File: src/rtl/lcx_pkg.sv
`timescale 1ns/1ps
package lcx_pkg;
  localparam int SW = 16;
  localparam int NB = 4;

  localparam logic [SW-1:0] ST_RAW   = 16'h5A3C;
  localparam logic [SW-1:0] ST_TEST  = 16'hA5C3;
  localparam logic [SW-1:0] ST_DEV   = 16'h3C5A;
  localparam logic [SW-1:0] ST_PROD  = 16'hC3A5;
  localparam logic [SW-1:0] ST_SCRAP = 16'hF00F;
  localparam logic [SW-1:0] ST_ESC   = 16'h0FF0;

  localparam logic [2:0] RK_SCRAP = 3'd4;
  localparam logic [2:0] RK_BAD   = 3'd7;

  // register addresses
  localparam int A_STAT  = 0;
  localparam int A_BUSY  = 1;
  localparam int A_TGT   = 2;
  localparam int A_CMD   = 3;
  localparam int A_STATE = 4;
  localparam int A_CNT   = 5;
  localparam int A_TOK0  = 6;

  // controller states, spread apart in Hamming distance
  typedef enum logic [5:0] {
    F_BOOT = 6'b000111,
    F_IDLE = 6'b011100,
    F_PROG = 6'b110001,
    F_POST = 6'b101010,
    F_ESC  = 6'b111111
  } fsm_e;

  typedef struct packed {
    logic data_err;
    logic state_err;
    logic prog_err;
    logic token_err;
    logic trans_err;
    logic cnt_err;
    logic done_ok;
    logic ready;
  } stat_t;

  function automatic logic [2:0] st_rank(input logic [SW-1:0] s);
    case (s)
      ST_RAW:   return 3'd0;
      ST_TEST:  return 3'd1;
      ST_DEV:   return 3'd2;
      ST_PROD:  return 3'd3;
      ST_SCRAP: return RK_SCRAP;
      default:  return RK_BAD;
    endcase
  endfunction

  function automatic logic [NB-1:0] st_bcast(input logic [SW-1:0] s);
    case (s)
      ST_TEST: return 4'b0011;
      ST_DEV:  return 4'b0110;
      ST_PROD: return 4'b0100;
      default: return 4'b0000;
    endcase
  endfunction
endpackage

File: src/rtl/lcx_regs.sv
`timescale 1ns/1ps
module lcx_regs
  import lcx_pkg::*;
#(
  parameter int AW = 3,
  parameter int DW = 32,
  parameter int TW = 64,
  parameter int CW = 5
) (
  input  logic          clk,
  input  logic          rst,
  input  logic          we,
  input  logic [AW-1:0] waddr,
  input  logic [DW-1:0] wdata,
  input  logic [AW-1:0] raddr,
  input  logic          lock,
  input  logic          busy,
  input  stat_t         stat,
  input  logic [SW-1:0] state_rd,
  input  logic [CW-1:0] cnt,
  output logic [DW-1:0] rdata,
  output logic [SW-1:0] target,
  output logic [TW-1:0] token,
  output logic          go
);
  localparam int NTOK = (TW + DW - 1) / DW;

  logic              wr_ok;
  logic [NTOK*DW-1:0] tokcat;

  assign wr_ok = we & ~lock;
  assign go    = wr_ok && (waddr == AW'(A_CMD)) && wdata[0];

  always_ff @(posedge clk) begin
    if (rst) begin
      target <= '0;
    end else if (wr_ok && waddr == AW'(A_TGT)) begin
      target <= wdata[SW-1:0];
    end
  end

  always_ff @(posedge clk) begin
    if (rst) begin
      tokcat <= '0;
    end else begin
      for (int i = 0; i < NTOK; i++) begin
        if (wr_ok && waddr == AW'(A_TOK0 + i)) tokcat[i*DW +: DW] <= wdata;
      end
    end
  end

  assign token = tokcat[TW-1:0];

  // tokens are write-only and read back as zero
  always_ff @(posedge clk) begin
    if (rst) begin
      rdata <= '0;
    end else begin
      rdata <= '0;
      case (raddr)
        AW'(A_STAT):  rdata <= DW'(stat);
        AW'(A_BUSY):  rdata <= DW'(busy);
        AW'(A_TGT):   rdata <= DW'(target);
        AW'(A_STATE): rdata <= DW'(state_rd);
        AW'(A_CNT):   rdata <= DW'(cnt);
        default:      ;
      endcase
    end
  end
endmodule

File: src/rtl/lcx_fsm.sv
`timescale 1ns/1ps
module lcx_fsm
  import lcx_pkg::*;
#(
  parameter int CW     = 5,
  parameter int TW     = 64,
  parameter int MAXCNT = 16
) (
  input  logic          clk,
  input  logic          rst,
  input  logic          pm_req,
  input  logic          nv_valid,
  input  logic [SW-1:0] nv_state,
  input  logic [CW-1:0] nv_cnt,
  input  logic          nv_err,
  input  logic          go,
  input  logic [SW-1:0] target,
  input  logic [TW-1:0] token,
  input  logic [TW-1:0] exp_token,
  input  logic          prog_ack,
  input  logic          prog_fail,
  input  logic          esc_wipe,
  input  logic          esc_scrap,
  output fsm_e          fsm,
  output stat_t         stat,
  output logic [SW-1:0] cur_state,
  output logic [CW-1:0] cnt,
  output logic          prog_req,
  output logic [SW-1:0] prog_state,
  output logic [CW-1:0] prog_cnt,
  output logic          escalate_en,
  output logic          alert_prog,
  output logic          alert_state
);
  logic       nv_err_q, pend_ok;
  logic       done_ok, cnt_err, trans_err, token_err, prog_err, state_err;
  logic [2:0] rk_cur, rk_tgt;
  logic       legal, need_tok, bad_init;

  assign rk_cur   = st_rank(cur_state);
  assign rk_tgt   = st_rank(target);
  assign legal    = (rk_tgt != RK_BAD) && (rk_cur != RK_SCRAP) && (rk_tgt > rk_cur);
  assign need_tok = (target != ST_SCRAP);
  assign bad_init = (st_rank(nv_state) == RK_BAD) || (nv_cnt > CW'(MAXCNT));

  always_comb begin
    stat           = '0;
    stat.ready     = (fsm == F_IDLE);
    stat.done_ok   = done_ok;
    stat.cnt_err   = cnt_err;
    stat.trans_err = trans_err;
    stat.token_err = token_err;
    stat.prog_err  = prog_err;
    stat.state_err = state_err;
    stat.data_err  = nv_err_q;
  end

  always_ff @(posedge clk) begin
    if (rst) begin
      fsm         <= F_BOOT;
      cur_state   <= ST_RAW;
      cnt         <= '0;
      prog_req    <= 1'b0;
      prog_state  <= '0;
      prog_cnt    <= '0;
      escalate_en <= 1'b0;
      alert_prog  <= 1'b0;
      alert_state <= 1'b0;
      nv_err_q    <= 1'b0;
      pend_ok     <= 1'b0;
      done_ok     <= 1'b0;
      cnt_err     <= 1'b0;
      trans_err   <= 1'b0;
      token_err   <= 1'b0;
      prog_err    <= 1'b0;
      state_err   <= 1'b0;
    end else begin
      nv_err_q <= nv_err;
      if (esc_wipe) escalate_en <= 1'b1;
      if (esc_scrap) begin
        fsm         <= F_ESC;
        prog_req    <= 1'b0;
        escalate_en <= 1'b1;
      end else begin
        case (fsm)
          F_BOOT: begin
            if (pm_req && nv_valid) begin
              if (bad_init) begin
                fsm         <= F_ESC;
                state_err   <= 1'b1;
                alert_state <= 1'b1;
                escalate_en <= 1'b1;
              end else begin
                cur_state <= nv_state;
                cnt       <= nv_cnt;
                fsm       <= F_IDLE;
              end
            end
          end
          F_IDLE: begin
            if (go) begin
              if (cnt == CW'(MAXCNT)) begin
                cnt_err <= 1'b1;
                fsm     <= F_POST;
              end else begin
                cnt      <= cnt + CW'(1);
                prog_cnt <= cnt + CW'(1);
                prog_req <= 1'b1;
                fsm      <= F_PROG;
                if (!legal) begin
                  trans_err  <= 1'b1;
                  prog_state <= cur_state;
                  pend_ok    <= 1'b0;
                end else if (need_tok && token != exp_token) begin
                  token_err  <= 1'b1;
                  prog_state <= cur_state;
                  pend_ok    <= 1'b0;
                end else begin
                  prog_state <= target;
                  pend_ok    <= 1'b1;
                end
              end
            end
          end
          F_PROG: begin
            if (prog_ack) begin
              prog_req <= 1'b0;
              if (prog_fail) begin
                prog_err    <= 1'b1;
                alert_prog  <= 1'b1;
                escalate_en <= 1'b1;
                fsm         <= F_ESC;
              end else begin
                done_ok <= pend_ok;
                fsm     <= F_POST;
              end
            end
          end
          F_POST: ;
          F_ESC:  ;
          default: begin
            // unknown encoding of the controller itself
            fsm         <= F_ESC;
            state_err   <= 1'b1;
            alert_state <= 1'b1;
            escalate_en <= 1'b1;
          end
        endcase
      end
    end
  end
endmodule

File: src/rtl/lcx_bcast.sv
`timescale 1ns/1ps
module lcx_bcast
  import lcx_pkg::*;
(
  input  logic          clk,
  input  logic          rst,
  input  fsm_e          fsm,
  input  logic [SW-1:0] cur_state,
  output logic [NB-1:0] bcast
);
  logic [NB-1:0] map;
  assign map = st_bcast(cur_state);

  for (genvar b = 0; b < NB; b++) begin : g_bit
    always_ff @(posedge clk) begin
      if (rst) bcast[b] <= 1'b0;
      else     bcast[b] <= (fsm == F_IDLE) & map[b];
    end
  end
endmodule

File: src/rtl/lcx_ctrl.sv
`timescale 1ns/1ps
module lcx_ctrl
  import lcx_pkg::*;
#(
  parameter int AW     = 3,
  parameter int DW     = 32,
  parameter int TW     = 64,
  parameter int CW     = 5,
  parameter int MAXCNT = 16
) (
  input  logic          clk,
  input  logic          rst,
  input  logic          pm_req,
  input  logic          nv_valid,
  input  logic [15:0]   nv_state,
  input  logic [CW-1:0] nv_cnt,
  input  logic          nv_err,
  input  logic [TW-1:0] exp_token,
  input  logic          reg_we,
  input  logic [AW-1:0] reg_waddr,
  input  logic [DW-1:0] reg_wdata,
  input  logic [AW-1:0] reg_raddr,
  output logic [DW-1:0] reg_rdata,
  output logic          prog_req,
  output logic [15:0]   prog_state,
  output logic [CW-1:0] prog_cnt,
  input  logic          prog_ack,
  input  logic          prog_fail,
  input  logic          esc_wipe,
  input  logic          esc_scrap,
  output logic [3:0]    bcast_en,
  output logic          escalate_en,
  output logic          alert_prog,
  output logic          alert_state
);
  fsm_e          fsm;
  stat_t         stat;
  logic [SW-1:0] cur_state, target, state_rd;
  logic [CW-1:0] cnt;
  logic [TW-1:0] token;
  logic          go, lock, busy;

  assign lock     = (fsm != F_IDLE);
  assign busy     = (fsm == F_PROG);
  assign state_rd = (fsm == F_ESC) ? ST_ESC : cur_state;

  lcx_regs #(.AW(AW), .DW(DW), .TW(TW), .CW(CW)) u_regs (
    .clk(clk), .rst(rst), .we(reg_we), .waddr(reg_waddr), .wdata(reg_wdata),
    .raddr(reg_raddr), .lock(lock), .busy(busy), .stat(stat),
    .state_rd(state_rd), .cnt(cnt), .rdata(reg_rdata), .target(target),
    .token(token), .go(go)
  );

  lcx_fsm #(.CW(CW), .TW(TW), .MAXCNT(MAXCNT)) u_fsm (
    .clk(clk), .rst(rst), .pm_req(pm_req), .nv_valid(nv_valid),
    .nv_state(nv_state), .nv_cnt(nv_cnt), .nv_err(nv_err), .go(go),
    .target(target), .token(token), .exp_token(exp_token),
    .prog_ack(prog_ack), .prog_fail(prog_fail), .esc_wipe(esc_wipe),
    .esc_scrap(esc_scrap), .fsm(fsm), .stat(stat), .cur_state(cur_state),
    .cnt(cnt), .prog_req(prog_req), .prog_state(prog_state),
    .prog_cnt(prog_cnt), .escalate_en(escalate_en), .alert_prog(alert_prog),
    .alert_state(alert_state)
  );

  lcx_bcast u_bcast (
    .clk(clk), .rst(rst), .fsm(fsm), .cur_state(cur_state), .bcast(bcast_en)
  );
endmodule

File: config.mk
export PLATFORM = sky130hd
export DESIGN_NAME = lcx_ctrl
export DESIGN_NICKNAME = d
export VERILOG_FILES = /design/src/rtl/lcx_pkg.sv /design/src/rtl/lcx_regs.sv /design/src/rtl/lcx_fsm.sv /design/src/rtl/lcx_bcast.sv /design/src/rtl/lcx_ctrl.sv
export SDC_FILE = /design/constraint.sdc
export NUM_CORES = 1
export LEC_CHECK = 0
export BUFFER_PORTS_ARGS = -buffer_cell sky130_fd_sc_hd__buf_2
export CORE_UTILIZATION = 39
export DETAILED_ROUTE_END_ITERATION = 16
export PLACE_DENSITY = 0.69
export SETUP_SLACK_MARGIN = 0.2
export SKIP_LAST_GASP = 1
export SYNTH_ARGS = -nofsm -noshare
export SYNTH_HDL_FRONTEND = slang
export SYNTH_HIERARCHICAL = 1
export SYNTH_SLANG_ARGS = --single-unit
File: constraint.sdc
create_clock -name clk -period 3.5 [get_ports clk]
set_input_delay 0 -clock clk [delete_from_list [all_inputs] [get_ports clk]]
set_output_delay 0 -clock clk [all_outputs]
set_load 0.1 [all_outputs]
==> key figures, run 1 <==
Run status
  • Status: completed

Job
  • Max-cap violations: 0

Yosys
  • Yosys top cell area share: 0.3688
  • Cell variety after synth: 81
  • Asr flop ratio synth: 0
  • Most used DFF post-synth: dfxtp_1
  • Syn. warnings: 6
  • Synthesized area: around 8500 sq um
  • Ranking of synthesized cells by area: dfxtp_1 (37%), mux2i_1 (8.5%), nand2b_1 (7.6%), xnor2_1 (6.7%), a21oi_1 (2.5%)
  • Syn_area_per_cell: 9.154 sq um
  • Sequential cell area fraction in the yosys report: 0.3688
  • Post-Synthesis Cells: 931
  • Number of synthesized flops with an enable pin: 0
  • #FFs+latches synth: about 160
  • Area leader, netlist: dfxtp_1

Floorplan
  • Die ar.: ~22000 sq um
  • Die H: 149.8 um
  • Std cell rows: 53
  • Ports: 194
  • Core box area: 21220 sq um
  • Starting Density: 0.4016
  • Die Wd: 149.8 um

Route
  • Detailed-route wire length per cell: about 17 um
  • Initial DRC Count: 612
  • Drt drc: 0
  • Via count: 7583
  • Post-route ant nets: 0
  • Drt first pass iters: 8
  • Post-Route WL: ~25000 um
  • Vias per cell: roughly 5.3

Finish
  • Layout cells sized above 1: 0.2415
  • Filler Cells Inserted: 1988
  • P&R area growth vs syn: 24.46%
  • Non-Filler Instances: 1423
  • Storage element area: 3143 sq um
  • Nets: 1272
  • Area of the multi-input gates: 4986 sq um

Clock tree
  • TritonCTS clock tree: built
  • Root Driver: clkbuf_16
  • H-Tree Depth: 4
  • Clk Latency, worst-skew pair: 0.44 ns
  • Clk sinks: around 160
  • Clk pin slew, worst setup/hold paths: approximately 0.070 ns
  • Max clock buf depth: 2
  • CTS buffer count: 17

Worst setup path
  • Crit-path cells: and4bb_2 > a22oi_1 > o211a_1 > nand2_1 > nand3_1 > ha_1 > nor2b_1 > o21a_1 > o211ai_1 > a211oi_2 > o21ai_4 > or3_1 > o21ai_1
  • Critical Path Slowest Stage Cell: dfxtp_1
  • Worst Path Required: 3.85 ns
  • CP max stage delay: a little under 0.5 ns
  • Critical path type: reg -> reg
  • CP startpoint kind: flop
  • Crit. End Element: flop
  • Top delay family on crit path: compound AO/OA/AOI/OAI gates
  • WP data arrival: 3.46 ns
  • Critical Path Fanout Max: 19
  • Bufs and invs on worst path: 0

Timing
  • RSZ-0062 raised after global routing: no
  • Number of setup violations in the final report: 0
  • Fin Setup TNS: 0 ns
  • Fmax: 321.8 MHz
  • Crit share post-route: 0.8878
  • Fin. Hold Viols: 0
  • Worst rel slew slack: 0.3237
  • Slew Viols, Final: 0
  • Slew @ Worst Pin: 1.012 ns
  • Final Skew: 0.01447 ns
  • Worst setup margin: 0.3927 ns
  • Crit path time final: 3.107 ns

Min path
  • Worst min path class: in -> reg

Placement
  • GPL Wtd Cong: 0.8853
  • Cell count after placement: ~1300
  • HPWL Detailed: 18050 um
  • Dpl ws: 0.3553 ns
  • I/O Buffers: 176

Global route
  • Initial antenna violation count: 1
  • First-pass GRT wire length: 37640 um
  • Number of global-route vias before repair: 7127
  • GRT Total Usage: 0.2195
  • GRT Residual Overflow: 0
  • Largest net degree at the start of global routing: 55

Power
  • Total power draw: 4.178 mW
  • Static Leak: 4.224 nW
  • Worst vdd ir: 0.3193 mV
  • Cell area power density: 393.9 nW/um^2
-- logic make-up after synthesis --
logic type / share of synthesized area
other cells: 0.0008813
buf+inv: 0.05638
xor+xnor: 0.06886
mux: 0.08853
fa+ha+maj: 0.007341
simple gates: 0.2716
flops: 0.3688
compound gates: 0.1376
-- area by class of cell --
cell class / instances / share of cell area
Antenna cell: 1 / 0.0002359
Clock buffer: 18 / 0.04046
Clock inverter: 14 / 0.01604
Inverter: 6 / 0.002123
Multi-Input combinational cell: 709 / 0.4701
Sequential cell: 157 / 0.2963
Tap cell: 275 / 0.03244
Timing Repair Buffer: 243 / 0.1423
-- Yosys cell counts, types with 6 or more instances --
cell	instances
nand2b_1	104
or3_1	6
mux2i_1	72
xnor2_1	65
nor3_1	7
buf_6	7
and2_1	12
and4bb_2	10
clkbuf_1	23
nand2_1	54
nor4_1	9
nand4_1	26
o21bai_1	6
a211oi_1	10
buf_4	26
o21ai_0	9
a22oi_1	10
a31oi_1	16
dfxtp_1	157
nand3_1	26
nor4bb_1	7
o21ai_1	33
nor2b_1	9
o21a_1	10
buf_2	15
a21oi_1	42
inv_1	6
nand3b_1	7
nor2_1	47
-- repair_timing --
item / 4_1_cts / 5_1_grt
endpoints found under the hold margin: 105 / 0
hold buffers: 49 / 0
setup endpoints to repair: 0 / 16
buffers inserted: 0 / 0
gates resized for setup: 0 / 5
-- where the power goes --
part	total, mW	internal [mW]	switching, mW
Clock	1.91	1.08	0.830
Sequential	1.80	1.79	0.00873
Combinational	0.467	0.172	0.296
Total	4.18	3.04	1.13
-- worst paths after layout --
path                                        from                                to  slack [ns]  cells after the start
setup / recovery  u_regs/target[13]$_SDFFE_PP0P_  u_fsm/prog_state[5]$_SDFFE_PP0P_        0.39                     13
hold / removal                         nv_cnt[4]         u_fsm/cnt[4]$_SDFFE_PP0P_        0.01                      5
setup reg to reg  u_regs/target[13]$_SDFFE_PP0P_  u_fsm/prog_state[5]$_SDFFE_PP0P_        0.39                     13
hold reg to reg   u_fsm/prog_cnt[1]$_SDFFE_PP0P_    u_fsm/prog_cnt[1]$_SDFFE_PP0P_        0.47                      2
-- per-stage QoR --
stage | cell area, sq um | utilization | hold WS [ns]
2_1_floorplan | 8578 | - | 0.1282
3_3_place_gp | 9483 | 0.4469 | 0.2804
3_5_place_dp | 9483 | 0.4469 | 0.2867
4_1_cts | 10570 | 0.4982 | 0.002792
5_1_grt | 10610 | 0.4998 | 0.04084
6_report | 10610 | 0.4998 | 0.01201
-- tightest hold or removal path: stages --
cell and delay [ns]:
buf_2 0.12, nand2_1 0.05, o21ai_0 0.09, nand2_1 0.08, a21oi_1 0.06
-- flip-flops by register name (all words and copies together) (netlist names) --
| name | count |
|---|---|
| u_fsm/prog_err | 1 |
| u_fsm/cnt | 5 |
| u_fsm/cnt_err | 1 |
| u_regs/target | 16 |
| u_fsm/escalate_en | 1 |
| u_bcast/bcast | 3 |
| u_fsm/fsm | 6 |
| u_regs/rdata | 16 |
| u_fsm/trans_err | 1 |
| u_fsm/state_err | 1 |
| u_fsm/cur_state | 16 |
| u_fsm/prog_state | 16 |
| u_fsm/prog_cnt | 5 |
| u_fsm/done_ok | 1 |
| u_fsm/pend_ok | 1 |
| u_fsm/prog_req | 1 |
| u_regs/token | 64 |
| u_fsm/token_err | 1 |
| u_fsm/nv_err_q | 1 |
-- routing by layer --
metal	vias up	part of all wire	global-route usage
li1	3679	-	-
met3	56	0.065	0.04238
met4	0	0.033	0.09293
met5	-	0	0
met1	3557	0.46	0.2965
met2	291	0.45	0.3398
-- cell usage in the layout, fill, tap and decap left out, types with 4 or more instances in the layout --
cell type      instances
nor3_1                 7
o21a_1                10
nand4b_1               5
conb_1                17
dfxtp_1              157
ha_1                   5
nand4bb_1              5
nand2_2                4
a21o_1                 5
nor2b_1                9
nor2_1                47
nor4_1                 9
o21ai_1               33
nand2b_1             104
and2_1                12
a31oi_1               16
inv_1                  6
a21oi_1               42
mux2i_1               72
nor4bb_1               4
xnor2_1               65
o21ai_0                9
nand3b_1               7
buf_4                 19
or3_1                  6
a22oi_1               10
o21bai_1               6
and4bb_2              10
clkbuf_16             17
buf_2                175
nand3_1               26
nand4_1               26
inv_6                  5
dlygate4sd3_1         49
nand2_1               54
a21oi_2                4
a211oi_1              10
No activity file was read; power rests on OpenSTA's default activity.
==> run 2: changes to the inputs <==
--- a/config.mk
+++ b/config.mk
@@ -8,7 +8,8 @@
 export BUFFER_PORTS_ARGS = -buffer_cell sky130_fd_sc_hd__buf_2
 export CORE_UTILIZATION = 39
 export DETAILED_ROUTE_END_ITERATION = 16
-export PLACE_DENSITY = 0.69
+export PLACE_DENSITY = 0.62
+export REMOVE_ABC_BUFFERS = 1
 export SETUP_SLACK_MARGIN = 0.2
 export SKIP_LAST_GASP = 1
 export SYNTH_ARGS = -nofsm -noshare
==> run 2 against run 1 <==
  * Flip-flop and latch count unchanged
  * Core utilization down 0.21 points
  * Critical endpoint is now u_fsm/prog_state[10]$_SDFFE_PP0P_
  * Die area unchanged
  * Total power down 2.1%
  * Worst setup slack better by 0.037 ns
  * Via count down 2.5%
==> key figures, run 2 (synthesis gave the netlist of run 1 again) <==
Timing
  • Final Skew: 0.01401 ns (-0.0004667 ns)
  • Fin Hold WS: 0.01773 ns (+0.005714 ns)
  • Crit path time final: 3.071 ns (-0.03655 ns)
  • Worst rel slew slack: 0.3127 (-0.01101)
  • Fin Setup TNS: 0 ns (unchanged)
  • RSZ-0062 raised after global routing: no
  • Fin. Hold Viols: 0 (unchanged)
  • Number of setup violations in the final report: 0 (unchanged)
  • Slew Viols, Final: 0 (unchanged)
  • Fmax: 325.7 MHz (+1.2%)
  • Slew @ Worst Pin: 1.029 ns (+0.01648 ns)
  • Crit share post-route: 0.8774 (-0.01044)

Clock tree
  • TritonCTS clock tree: built
  • Root Driver: clkbuf_16
  • Post-CTS setup buffers: 0 (unchanged)
  • Clk sinks: 157 (unchanged)
  • CTS buffer count: 17 (unchanged)
  • Clk pin slew, worst setup/hold paths: 0.07 ns (about the same)
  • Clk Latency, worst-skew pair: 0.43 ns (about the same)
  • H-Tree Depth: 4 (unchanged)
  • Max clock buf depth: 2 (unchanged)

Worst setup path
  • FF-to-FF path depth: 13 (unchanged)
  • Critical Path Fanout Max: 19 (unchanged)
  • CP max stage delay: 0.47 ns (-0.02 ns)
  • Worst R2R End: u_fsm/prog_state[10]$_SDFFE_PP0P_
  • Critical Path Slowest Stage Cell: dfxtp_1
  • Critical path depth: 13 (unchanged)
  • Worst Path Required: 3.85 ns (about the same)
  • Reg-to-reg startpoint: u_regs/target[13]$_SDFFE_PP0P_
  • Crit-path cells: and4bb_2 > a22oi_1 > o211a_1 > nand2_1 > nand3_1 > ha_1 > nor2b_1 > o21a_1 > o211ai_1 > a211oi_2 > o21ai_2 > or3_1 > o21ai_1
  • Crit. End Element: flop
  • Top delay family on crit path: compound AO/OA/AOI/OAI gates
  • Critical path type: reg -> reg
  • CP startpoint kind: flop
  • R2R setup slack: 0.43 ns (+0.04 ns)
  • Bufs and invs on worst path: 0 (unchanged)
  • WP data arrival: 3.42 ns (-0.04 ns)

Floorplan
  • Std cell rows: 53 (unchanged)
  • Die H: 149.8 um (unchanged)
  • Core box area: 21220 sq um (unchanged)
  • Die ar.: 22450 sq um (unchanged)
  • Starting Density: 0.4016 (unchanged)
  • Die Wd: 149.8 um (unchanged)
  • Ports: 194 (unchanged)

Finish
  • Max reg flops: 64 (unchanged)
  • Area of the multi-input gates: 4986 sq um (unchanged)
  • P&R area growth vs syn: 23.93%
  • Storage element area: 3143 sq um (unchanged)
  • Layout cells sized above 1: 0.2395 (-0.002026)
  • Nets: 1265 (-0.55%)
  • Most frequent cells in the layout: buf_2 (175), dfxtp_1 (157), nand2b_1 (104), mux2i_1 (72), xnor2_1 (65)
  • Commonest non-fill, non-tap cell in the layout: buf_2
  • Filler Cells Inserted: 2038 (+2.5%)

Power
  • Combinational power share: 0.113 (about the same)
  • Static Leak: 4.190 nW (-0.80%)
  • Power share of the clock group: 0.447 (-0.010)
  • Cell area power density: 387.2 nW/um^2 (-1.7%)
  • Sw frac: 0.2845 (+0.01305)
  • Worst vdd ir: 0.2736 mV (-14%)
  • Net Sw Power: 1.163 mW (+2.6%)
  • Seq pwr share: 0.440 (+0.009)
  • Internal power: 2.926 mW (-3.9%)

Route
  • Vias per cell: 5.219 (-2.1%)
  • Post-route ant nets: 0 (unchanged)
  • Drt drc: 0 (unchanged)
  • Detailed-route wire length per cell: 16.72 um (-4.0%)
  • Post-Route WL: 23700 um (-4.4%)
  • Drt first pass iters: 5 (-3)
  • Initial DRC Count: 432 (-29%)
  • Via count: 7395 (-2.5%)

Global route
  • Number of global-route vias before repair: 7107 (-0.28%)
  • Initial antenna violation count: 2 (+1)
  • First-pass GRT wire length: 37170 um (-1.2%)
  • GRT Total Usage: 0.2138 (-0.005689)
  • GRT Residual Overflow: 0 (unchanged)
  • Largest net degree at the start of global routing: 88 (+60%)

Job
  • Max-cap violations: 0 (unchanged)

Min path
  • Worst min path class: in -> reg
  • Endpoint, Worst Hold: u_fsm/fsm[1]$_SDFFE_PP1P_
  • Hold path cells: 3 (-2)
  • Hold Crit Start: prog_ack

Placement
  • I/O Buffers: 176 (unchanged)
  • GPL Wtd Cong: 0.8590 (-3.0%)
  • HPWL Detailed: 17280 um (-4.2%)

Run status
  • Status: completed
[run 2: area by class of cell]
| cell class | count | area share |
|---|---|---|
| flip-flops and latches | 157 | 0.2976 |
| diodes | 2 | 0.0004739 |
| repair buffers | 236 | 0.1391 |
| clock buffers | 17 | 0.04028 |
| well taps | 275 | 0.03258 |
| multi-input cells | 709 | 0.4721 |
| clock inverters | 15 | 0.01576 |
| inverters | 6 | 0.002132 |
[run 2: power groups by stage]
stage / clock, mW / combinational, mW / sequential (mW)
6_report: 1.83 / 0.462 / 1.80
5_1_grt: 1.94 / 0.493 / 1.80
4_1_cts: 1.86 / 0.461 / 1.80
3_3_place_gp: 0 / 0.417 / 1.84
3_5_place_dp: 0 / 0.419 / 1.84
2_1_floorplan: 0 / 0.206 / 1.88
[run 2: metal layers]
layer,global-route usage,vias to the layer above,wire (um),share of wire
met5,0,-,0,0
met4,0.07475,0,489,0.021
met3,0.03354,32,977,0.041
met2,0.3521,202,11240,0.47
met1,0.2823,3496,10990,0.46
li1,-,3665,-,-
[run 2: how the worst max path moves through the flow]
| stage | end | slack (ns) | startpoint |
|---|---|---|---|
| floorplan | u_regs/token[0]$_SDFFE_PP0P_ | 0.59 | u_fsm/fsm[2]$_SDFFE_PP1P_ |
| global placement | u_fsm/prog_state[7]$_SDFFE_PP0P_ | 0.54 | u_regs/target[14]$_SDFFE_PP0P_ |
| detailed placement | u_fsm/prog_state[10]$_SDFFE_PP0P_ | 0.42 | u_regs/target[10]$_SDFFE_PP0P_ |
| CTS | u_fsm/prog_state[8]$_SDFFE_PP0P_ | 0.38 | u_regs/target[10]$_SDFFE_PP0P_ |
| global route | u_fsm/prog_state[8]$_SDFFE_PP0P_ | 0.21 | u_regs/target[9]$_SDFFE_PP0P_ |
| finish | u_fsm/prog_state[10]$_SDFFE_PP0P_ | 0.43 | u_regs/target[13]$_SDFFE_PP0P_ |
[run 2: worst reg2reg max path, cell delays in order (launching register included)]
cell      delay, ns
dfxtp_1        0.47
and4bb_2       0.32
a22oi_1        0.12
o211a_1        0.27
nand2_1        0.09
nand3_1        0.08
ha_1           0.30
nor2b_1        0.16
o21a_1         0.12
o211ai_1       0.11
a211oi_2       0.21
o21ai_2        0.27
or3_1          0.41
o21ai_1        0.09
[run 2: what timing repair did]
item,in CTS,in global routing
endpoints found under the hold margin,108,0
resized for setup,0,6
endpoints found under the setup margin,0,17
hold buffers,49,0
[run 2: through the flow]
step | power, mW | util | instances | setup WS [ns] | area, sq um
2_1_floorplan | 2.087 | - | 872 | 0.5936 | 8120
3_3_place_gp | 2.260 | 0.4450 | 1334 | 0.5396 | 9443
3_5_place_dp | 2.261 | 0.4450 | 1334 | 0.4159 | 9443
4_1_cts | 4.123 | 0.4960 | 1415 | 0.3844 | 10530
5_1_grt | 4.238 | 0.4977 | 1417 | 0.2072 | 10560
6_report | 4.090 | 0.4977 | 1417 | 0.4292 | 10560
